[src/rtl/cov_pkg.sv]
package cov_pkg;
    typedef enum logic [3:0] {
        OP_SHOW = 4'b0110,
        OP_HOLE = 4'b0111,
        OP_DOT  = 4'b1110,
        OP_PASS = 4'b1111,
        OP_ZERO = 4'b0011
    } seg_op_e;

    typedef enum logic [2:0] {
        ST_IDLE,
        ST_CLR_WAIT,
        ST_CLR_RUN,
        ST_DOT_WAIT,
        ST_DOT_RUN
    } edit_st_e;
endpackage

[src/rtl/ovl_mask_dec.sv]
module ovl_mask_dec #(
    parameter int DW     = 8,
    parameter int LINE_W = 4,
    localparam int PW    = $clog2(DW),
    localparam int XW    = PW + 1
) (
    input  logic [LINE_W-1:0] line_addr,
    input  logic              half_sel,
    input  logic              color_bit,
    input  logic [XW-1:0]     cur_x,
    input  logic [LINE_W-1:0] cur_y,
    input  logic [1:0]        color_sel,
    output logic [DW-1:0]     mask
);
    logic line_hit;
    logic half_hit;
    logic color_hit;
    logic slot_hit;

    always_comb begin
        line_hit  = (cur_y == line_addr);
        half_hit  = (cur_x[XW-1] == half_sel);
        color_hit = color_bit ? color_sel[1] : color_sel[0];
        slot_hit  = line_hit && half_hit && color_hit;
    end

    for (genvar g = 0; g < DW; g++) begin : g_bit
        assign mask[g] = slot_hit && (cur_x[PW-1:0] == PW'(g));
    end
endmodule

[src/rtl/ovl_seg_alu.sv]
module ovl_seg_alu
    import cov_pkg::*;
#(
    parameter int DW = 8
) (
    input  seg_op_e       op,
    input  logic [DW-1:0] a,
    input  logic [DW-1:0] b,
    output logic [DW-1:0] f
);
    always_comb begin
        unique case (op)
            OP_SHOW: f = a ^ b;
            OP_HOLE: f = a & ~b;
            OP_DOT:  f = a | b;
            OP_ZERO: f = '0;
            default: f = a;
        endcase
    end
endmodule

[src/rtl/ovl_blink.sv]
module ovl_blink #(
    parameter int BLINK_FRAMES = 30,
    localparam int CW = $clog2(BLINK_FRAMES + 1)
) (
    input  logic clk,
    input  logic rst_n,
    input  logic frame_end,
    output logic blink_on
);
    logic [CW-1:0] frame_cnt;

    always_ff @(posedge clk or negedge rst_n) begin
        if (!rst_n) begin
            frame_cnt <= '0;
            blink_on  <= 1'b0;
        end else if (frame_end) begin
            if (frame_cnt == CW'(BLINK_FRAMES - 1)) begin
                frame_cnt <= '0;
                blink_on  <= ~blink_on;
            end else begin
                frame_cnt <= frame_cnt + 1'b1;
            end
        end
    end
endmodule

[src/rtl/ovl_edit_fsm.sv]
module ovl_edit_fsm
    import cov_pkg::*;
(
    input  logic clk,
    input  logic rst_n,
    input  logic playback,
    input  logic clear_req,
    input  logic draw_btn,
    input  logic erase_btn,
    input  logic seg_valid,
    input  logic frame_start,
    input  logic frame_end,
    output logic clr_now,
    output logic dot_draw_now,
    output logic dot_erase_now
);
    edit_st_e state;
    edit_st_e state_nx;
    logic     dot_erase_q;
    logic     take_btn;

    assign take_btn = (state == ST_IDLE) && !playback && !clear_req
                      && (draw_btn || erase_btn);

    always_ff @(posedge clk or negedge rst_n) begin
        if (!rst_n) begin
            state       <= ST_IDLE;
            dot_erase_q <= 1'b0;
        end else begin
            state <= state_nx;
            if (take_btn) begin
                dot_erase_q <= erase_btn;
            end
        end
    end

    always_comb begin
        state_nx = state;
        unique case (state)
            ST_IDLE: begin
                if (playback)       state_nx = ST_IDLE;
                else if (clear_req) state_nx = ST_CLR_WAIT;
                else if (draw_btn || erase_btn) state_nx = ST_DOT_WAIT;
            end
            ST_CLR_WAIT: begin
                if (playback) state_nx = ST_IDLE;
                else if (seg_valid && frame_start) state_nx = ST_CLR_RUN;
            end
            ST_CLR_RUN: begin
                if (playback || (seg_valid && frame_end)) state_nx = ST_IDLE;
            end
            ST_DOT_WAIT: begin
                if (playback) state_nx = ST_IDLE;
                else if (seg_valid && frame_start) state_nx = ST_DOT_RUN;
            end
            ST_DOT_RUN: begin
                if (playback || (seg_valid && frame_end)) state_nx = ST_IDLE;
            end
            default: state_nx = ST_IDLE;
        endcase
    end

    always_comb begin
        logic act_slot;
        logic dot_slot;
        act_slot = seg_valid && !playback;
        clr_now  = act_slot && ((state == ST_CLR_RUN)
                   || ((state == ST_CLR_WAIT) && frame_start));
        dot_slot = act_slot && ((state == ST_DOT_RUN)
                   || ((state == ST_DOT_WAIT) && frame_start));
        dot_draw_now  = dot_slot && !dot_erase_q;
        dot_erase_now = dot_slot && dot_erase_q;
    end
endmodule

[src/rtl/cursor_overlay.sv]
module cursor_overlay
    import cov_pkg::*;
#(
    parameter int DW           = 8,
    parameter int LINE_W       = 4,
    parameter int BLINK_FRAMES = 30,
    localparam int PW          = $clog2(DW),
    localparam int XW          = PW + 1,
    localparam int AW          = LINE_W + 2
) (
    input  logic              clk,
    input  logic              rst_n,
    input  logic              seg_valid,
    input  logic [AW-1:0]     seg_addr,
    input  logic [DW-1:0]     seg_data,
    input  logic [XW-1:0]     cur_x,
    input  logic [LINE_W-1:0] cur_y,
    input  logic [1:0]        color_sel,
    input  logic              playback,
    input  logic              draw_cont,
    input  logic              erase_cont,
    input  logic              draw_btn,
    input  logic              erase_btn,
    input  logic              clear_req,
    output logic              out_valid,
    output logic [DW-1:0]     disp_data,
    output logic              wr_en
);
    logic          frame_start;
    logic          frame_end;
    logic          blink_on;
    logic [DW-1:0] mask;
    logic          mask_hit;
    logic          clr_slot;
    logic          dot_draw;
    logic          dot_erase;
    logic          do_draw;
    logic          do_erase;
    logic          wr_slot;
    seg_op_e       op_sel;
    logic [DW-1:0] alu_f;

    assign frame_start = (seg_addr == '0);
    assign frame_end   = seg_valid && (seg_addr == '1);

    ovl_mask_dec #(.DW(DW), .LINE_W(LINE_W)) u_mask (
        .line_addr (seg_addr[AW-1:2]),
        .half_sel  (seg_addr[1]),
        .color_bit (seg_addr[0]),
        .cur_x     (cur_x),
        .cur_y     (cur_y),
        .color_sel (color_sel),
        .mask      (mask)
    );

    ovl_blink #(.BLINK_FRAMES(BLINK_FRAMES)) u_blink (
        .clk       (clk),
        .rst_n     (rst_n),
        .frame_end (frame_end),
        .blink_on  (blink_on)
    );

    ovl_edit_fsm u_fsm (
        .clk           (clk),
        .rst_n         (rst_n),
        .playback      (playback),
        .clear_req     (clear_req),
        .draw_btn      (draw_btn),
        .erase_btn     (erase_btn),
        .seg_valid     (seg_valid),
        .frame_start   (frame_start),
        .frame_end     (frame_end),
        .clr_now       (clr_slot),
        .dot_draw_now  (dot_draw),
        .dot_erase_now (dot_erase)
    );

    always_comb begin
        mask_hit = |mask;
        do_erase = !playback && (erase_cont || dot_erase);
        do_draw  = !playback && (draw_cont || dot_draw);
        if (playback)                  op_sel = OP_PASS;
        else if (clr_slot)             op_sel = OP_ZERO;
        else if (do_erase && mask_hit) op_sel = OP_HOLE;
        else if (do_draw && mask_hit)  op_sel = OP_DOT;
        else if (blink_on)             op_sel = OP_SHOW;
        else                           op_sel = OP_PASS;
        wr_slot = seg_valid && (clr_slot || ((do_erase || do_draw) && mask_hit));
    end

    ovl_seg_alu #(.DW(DW)) u_alu (
        .op (op_sel),
        .a  (seg_data),
        .b  (mask),
        .f  (alu_f)
    );

    always_ff @(posedge clk or negedge rst_n) begin
        if (!rst_n) begin
            out_valid <= 1'b0;
            wr_en     <= 1'b0;
            disp_data <= '0;
        end else begin
            out_valid <= seg_valid;
            wr_en     <= wr_slot;
            if (seg_valid) begin
                disp_data <= alu_f;
            end
        end
    end
endmodule

[config.mk]
export PLATFORM = sky130hd
export DESIGN_NAME = cursor_overlay
export DESIGN_NICKNAME = d
export VERILOG_FILES = /design/src/rtl/cov_pkg.sv /design/src/rtl/ovl_mask_dec.sv /design/src/rtl/ovl_seg_alu.sv /design/src/rtl/ovl_blink.sv /design/src/rtl/ovl_edit_fsm.sv /design/src/rtl/cursor_overlay.sv
export SDC_FILE = /design/constraint.sdc
export NUM_CORES = 1
export LEC_CHECK = 0
export CAP_MARGIN = 25
export CORE_MARGIN = 5
export CORE_UTILIZATION = 30
export DETAILED_ROUTE_END_ITERATION = 8
export SLEW_MARGIN = 20
export SYNTH_ARGS = -nofsm -noshare
export SYNTH_HDL_FRONTEND = slang
export SYNTH_SLANG_ARGS = --single-unit
[constraint.sdc]
create_clock -name clk -period 2.7 [get_ports clk]
set_input_delay 0.27 -clock clk [delete_from_list [all_inputs] [get_ports clk]]
set_output_delay 0.27 -clock clk [all_outputs]
set_load 0.01 [all_outputs]
# ---- After elaboration in Yosys (flattened, before gate mapping)
# Cells that the tools add are included.
dict set report classes {
  addsub 1
  eq_ne 23
  muxes 17
  bitwise_logic 5
  n_reduce_logical 47
}
# op count
set ops {}
lappend ops {{8-bit one-hot mux with 4 select lines} 1}
lappend ops {{1-bit logical AND} 29}
lappend ops {{3-bit 2-to-1 mux} 8}
lappend ops {{4-bit 2-to-1 mux} 5}
lappend ops {{3-bit equality test (second input constant)} 5}
lappend ops {{3-bit by 2-bit equality test with 1-bit output (second input constant)} 4}
lappend ops {{3-bit one-hot mux with 4 select lines} 1}
lappend ops {{8-bit AND} 1}
lappend ops {{4-bit by 3-bit equality test with 1-bit output (second input constant)} 2}
lappend ops {{1-bit logical OR} 8}
lappend ops {{8-bit NOT} 1}
lappend ops {{8-bit bitwise OR} 1}
lappend ops {{8-bit OR reduction} 1}
lappend ops {{8-bit bitwise XOR} 1}
lappend ops {{3-bit by 1-bit equality test with 1-bit output (second input constant)} 2}
lappend ops {{6-bit equality test (second input constant)} 1}
lappend ops {{3-bit logical NOT} 2}
lappend ops {{6-bit logical NOT} 1}
lappend ops {{3-bit by 2-bit inequality test with 1-bit output (second input constant)} 2}
lappend ops {{5-bit by 1-bit adder with 5-bit output (second input constant)} 1}
lappend ops {{5-bit equality test (second input constant)} 1}
lappend ops {{5-bit 2-to-1 mux} 1}
lappend ops {{4-bit by 2-bit equality test with 1-bit output (second input constant)} 1}
lappend ops {{4-bit equality test} 1}
lappend ops {{10 further kinds} 12}
dict set report word_totals {
  reg_bits 20
  input_bits 33
  word_cells 100
}

# ---- Depth between registers and ports, before layout
dict set report logic_depth {
  word_depth 14
  depth_mapped 9
}

# ---- By module
# A second synthesis with hierarchy kept.
dict set report hier_totals {
  hier_cells 200
  area_unflattened_um2 1860.5
}
# module instances cells_per_inst area_per_inst_um2 seq_area_each_um2
set modules_own_cells {}
lappend modules_own_cells {ovl_seg_alu 1 80 585.6 0.0}
lappend modules_own_cells {cursor_overlay 1 39 500.5 250.2}
lappend modules_own_cells {ovl_blink 1 30 317.8 150.1}
lappend modules_own_cells {ovl_edit_fsm 1 29 275.3 100.1}
lappend modules_own_cells {ovl_mask_dec 1 22 181.4 0.0}

# ---- Least setup slack after synthesis
# OpenSTA, ideal clock, no wires.
dict set report synth_timing {
  path_type {input-to-reg}
  from {input port seg_addr[1]}
  to {register disp_data[3]}
  setup_time_ns 0.140
  t_arrival_ns 1.999
  setup_slack_ns 0.561
  path_stages 9
  n_path_buf 0
  path_cell_list {xor2_1 -> nor4_1 -> nand2_1 -> nor2_1 -> nand3_1 -> ha_1 -> nand2b_1 -> a221oi_1 -> a221oi_2}
}
dict set report synth_between {
  elab_chain_cells 14
}
# element line_no
set synth_lines {}
lappend synth_lines {{start, declared} cursor_overlay.sv:14} ;# input logic [AW-1:0] seg_addr,
lappend synth_lines {{6-bit logical NOT} cursor_overlay.sv:43} ;# assign frame_start = (seg_addr == '0);
lappend synth_lines {{1-bit logical AND} ovl_edit_fsm.sv:70} ;# || ((state == ST_DOT_WAIT) && frame_start));
lappend synth_lines {{1-bit logical OR} ovl_edit_fsm.sv:70}
lappend synth_lines {{1-bit logical AND} ovl_edit_fsm.sv:69} ;# dot_slot = act_slot && ((state == ST_DOT_RUN)
lappend synth_lines {{1-bit logical AND} ovl_edit_fsm.sv:71} ;# dot_draw_now = dot_slot && !dot_erase_q;
lappend synth_lines {{1-bit logical OR} cursor_overlay.sv:81} ;# do_draw = !playback && (draw_cont || dot_draw);
lappend synth_lines {{1-bit logical AND} cursor_overlay.sv:81}
lappend synth_lines {{1-bit logical AND} cursor_overlay.sv:85} ;# else if (do_draw && mask_hit) op_sel = OP_DOT;
lappend synth_lines {{4-bit 2-to-1 mux} cursor_overlay.sv:85}
lappend synth_lines {{4-bit 2-to-1 mux} cursor_overlay.sv:84} ;# else if (do_erase && mask_hit) op_sel = OP_HOLE;
lappend synth_lines {{4-bit 2-to-1 mux} cursor_overlay.sv:83} ;# else if (clr_slot) op_sel = OP_ZERO;
lappend synth_lines {{4-bit 2-to-1 mux} cursor_overlay.sv:82} ;# if (playback) op_sel = OP_PASS;
lappend synth_lines {{4-bit by 2-bit equality test with 1-bit output, or another cell as far along} ovl_seg_alu.sv:12} ;# unique case (op)
lappend synth_lines {{8-bit one-hot mux with 4 select lines (*)} ovl_seg_alu.sv:12}
lappend synth_lines {{end signal, assigned} cursor_overlay.sv:107} ;# disp_data <= alu_f;
lappend synth_lines {{end, declared} cursor_overlay.sv:26} ;# output logic [DW-1:0] disp_data,
# Every way passes the cells marked *; elsewhere a longest branch is shown, timed or not.
# A chain may end at the register's enable or synchronous reset.

# ---- Worst setup path in the final report
dict set report layout_timing {
  from {input port seg_addr[3]}
  to {register disp_data[3]}
}
dict set report layout_between {
  elab_chain_cells 14
}
# element line_no
set layout_lines {}
lappend layout_lines {{branches (longest 13 deep; another with 8-bit OR reduction)} n/a}
lappend layout_lines {{8-bit one-hot mux with 4 select lines (*)} ovl_seg_alu.sv:12}
# Every way passes the cells marked *.

==> run summary <==
Row generation in the floorplan step produced 27 rows. Setup violations remaining at the end of the flow were counted as 0. The slew at the pin closest to its max-slew limit is 0.3874 ns. The worst hold path belongs to the class in -> async. In the final design database the tool counted around 300 nets. The proportion of total power due to net switching is 30.59%.

The count of pins over their slew limit came out at 0. The worst path uses roughly 91% of the clock period. Summing every instance area after synthesis gives 1670 µm². The TritonCTS sink count came out at 20. The number of antenna-violating nets in the routed design came out at 0. Subtracting the final worst setup slack from the clock period gives 2.469 ns. The detailed-route wire length on metal 1 came out at 2199 µm. nor2_1 is the most common cell in the netlist. The width of the die came out at ~85 µm. The largest vdd supply drop came out at around 190 µV. STA classifies the critical path startpoint as an input port. The repair_antennas step left the layout with diodes totalling 0. The share of final-layout standard cells stronger than drive strength 1 is between 10 and 15%. The final hold violation count came to 0. The filler cell count in the final layout came out at roughly 560.

The TritonCTS clock tree is yes. The worst setup path is captured at a flop. The largest single stage delay on the critical path is 0.46 ns. The count of distinct cell types in the synthesized netlist is 44. Entering global routing, the biggest net connects 21 pins.

The sum of met2 wire segment lengths after detailed routing came out at 1829 µm. The sum of internal, switching and leakage power is 1084 µW. The number of resized instances in the post-cts repair step came out at 0. The setup skew after layout came out at 0.007158 ns. The wire length reported by the detailed router came out at between 4000 and 5000 µm.

In this run, synthesis produced a sequential element count of 20. The highest metal layer with signal wires is met4. After detailed routing, the number of remaining DRC violations is 0.

The area enclosed by the die boundary is 7160 µm². The number of setup buffers added after CTS is 0. The congestion estimate from routability-driven global placement came to 0.8137.

The average cell area after synthesis came out at 8.838 µm². The height of the chip is 84.62 µm. The endpoint required time on the critical path is 2.85 ns. The worst hold slack came out at 0.3353 ns. The worst-case headroom to the max-slew limit came out at 74.17%. The insertion delay to the later sink of the worst-skew pair came out at around 0.27 ns. The initial antenna violation count is 0. The final global-route overflow total is 0. The quantity of I/O buffers inserted on ports is 42. After the first detailed-routing iteration, the DRC count stood at 57.

In this run, CTS created clock tree buffers numbering 3. Summed over its instances, the top area cell type makes up 29.96% of the synthesized netlist area. The clock tree buffer depth came out at 2. The post-CTS clock slew at the launch and capture registers of the worst setup and hold paths is 0.09 ns.

The logic gate share of total power came out at about 34%. The total via count after detailed routing is 1544. The detailed-router iteration count before antenna repair came out at 4.

The run finished with clean final reports. The internal cell power is 752.3 µW. The wire length per cell is 13.42 µm. For this design the ratio of total power to cell area is around 460 nW/µm².

Wire segments on met3 add up to 208 µm in the final route. Walking the worst path, the cells encountered are clkdlybuf4s50_1 -> xor2_1 -> nor4_1 -> buf_4 -> nand2_1 -> nor2_1 -> nand3_1 -> ha_1 -> nand2b_1 -> a221oi_1 -> a221oi_2. The part of the total power dissipated in sequential elements came out at 37.3%. The most used flip-flop cell after synthesis is dfrtp_1.

By area the synthesized netlist is led by dfrtp_1, ha_1, a221oi_1, nor2_1, nand2_1. For this design the top-level I/O count stands at 43. The highest clock rate is 405.0 MHz. The final HPWL from detailed placement is 3279 µm.

The via density per instance is 4.840. The effective utilization at floorplan is 30.52%. The total global-route track usage came out at 12.21%.

The synthesized design spends more area on one cell type than any other, namely dfrtp_1. The floorplan core area is between 5000 and 6000 µm². By count the netlist is led by nor2_1, dfrtp_1, ha_1, nand2_1, inv_1. The warning count from the yosys run is 0. The root buffer cell is clkbuf_8. Setup repair after global routing left no endpoint under its margin.

The portion of total power attributed to the clock network came out at 29.0%. The type of the worst setup path is in -> reg. The leakage power figure came out at just under 0.001 µW. The number of max-cap violations came out at 0. The via count of the first global-routing pass was 1473. The core utilization of the finished layout is 43.05%. The first-pass GRT wire length came out at approximately 7000 µm. The synthesized instance count came out at 189. The number of nets handed over by synthesis was 240. The share of flip-flops with an asynchronous set or reset after synthesis is 100.0%.

The largest fanout of any net on the critical path is 4. Among all stages on the critical path, the largest delay is contributed by clkdlybuf4s50_1. The critical path arrival came out at 2.62 ns. The count of H-tree levels built during CTS is 1. Relative to the synthesized area, the layout overhead comes to 41.05%. The synthesized design contains 0 enable-type register cells. The number of buffers inserted for hold repair after clock tree synthesis is 0. The fraction of the yosys area taken by sequential cells came out at roughly 30%. The total net switching power is between 300 and 400 µW.
path summary, 6_finish.rpt:
check | end | slack [ns] | from | cells after the start
min in group clk | u_blink.frame_cnt[4] | 0.50 | u_blink.frame_cnt[4] | 1
max in group asynchronous | u_fsm.state[2] | 2.14 | rst_n | 2
setup reg to reg | disp_data[7] | 0.44 | u_fsm.state[1] | 6
hold reg to reg | u_blink.frame_cnt[4] | 0.50 | u_blink.frame_cnt[4] | 1
setup / recovery | disp_data[3] | 0.23 | seg_addr[3] | 11
hold / removal | disp_data[3] | 0.34 | rst_n | 2
worst max-delay path: cells and delay by family:
kind / cells / cell delay [ns]
AOI/OAI and AO/OA: 2 / 0.41
xor gates and xnor gates: 1 / 0.18
adders and majority gates: 1 / 0.28
buffers and inverters: 2 / 0.64
and+or+nand+nor: 5 / 0.84
cell type report:
| class | count | area, µm² | area share [%] |
|---|---|---|---|
| Clock inverter | 1 | 30.03 | 1.275 |
| Clock buffer | 3 | 41.29 | 1.753 |
| Multi-Input combinational cell | 150 | 1094 | 46.42 |
| Sequential cell | 20 | 500.5 | 21.24 |
| Tap cell | 72 | 90.09 | 3.824 |
| Inverter | 14 | 52.55 | 2.230 |
| Timing Repair Buffer | 59 | 548.0 | 23.26 |
per-stage QoR:
step / cell area [µm²] / setup TNS (ns) / worst slack (ns) / instances
2_1_floorplan: 1670 / 0 / 0.5610 / 189
3_3_place_gp: 2285 / -0.1354 / -0.05526 / 315
3_5_place_dp: 2285 / -0.03360 / -0.03360 / 315
4_1_cts: 2356 / 0 / 0.2249 / 319
5_1_grt: 2356 / 0 / 0.007637 / 319
6_report: 2356 / 0 / 0.2308 / 319
kinds of logic after synthesis:
group	share of synthesized area [%]
AO/OA/AOI/OAI	20.23
XOR/XNOR	3.670
adder cells (fa/ha/maj)	13.48
buffers and inverters	4.569
flip-flops	29.96
multiplexers	1.873
AND/OR/NAND/NOR	26.22
power groups by stage:
stage                     registers (µW)  clock network (µW)  logic (µW)
after detailed placement             410                   0         368
after global placement               409                   0         367
final                                405                 315         364
after global routing                 414                 335         407
after floorplan                      397                   0         215
after CTS                            404                 325         370
layer usage:
| metal | vias to the layer above | GRT usage [%] |
|---|---|---|
| li1 | 798 | - |
| met1 | 709 | 16.90 |
| met2 | 32 | 19.22 |
| met3 | 5 | 2.748 |
| met4 | 0 | 3.022 |
| met5 | - | 0 |
flip-flops by register name (all words and copies together) (netlist names):
register	cells
disp_data	8
out_valid	1
u_blink.blink_on	1
u_blink.frame_cnt	5
u_fsm.dot_erase_q	1
u_fsm.state	3
wr_en	1
cells in the final DEF (no fill, tap or decap), types with 3 or more instances in the layout:
cell	count
or2_1	6
a221oi_1	12
nand3_1	4
buf_4	17
a2bb2oi_1	3
clkbuf_8	3
a221oi_2	4
dfrtp_1	20
inv_1	14
nor2b_1	3
nand2_1	17
ha_1	18
clkdlybuf4s50_1	42
xor2_1	5
nand2b_1	8
nor3_1	3
nor2_1	26
nor4_1	3
o21ai_0	5
Note: power is estimated with default switching activity, not from simulation.
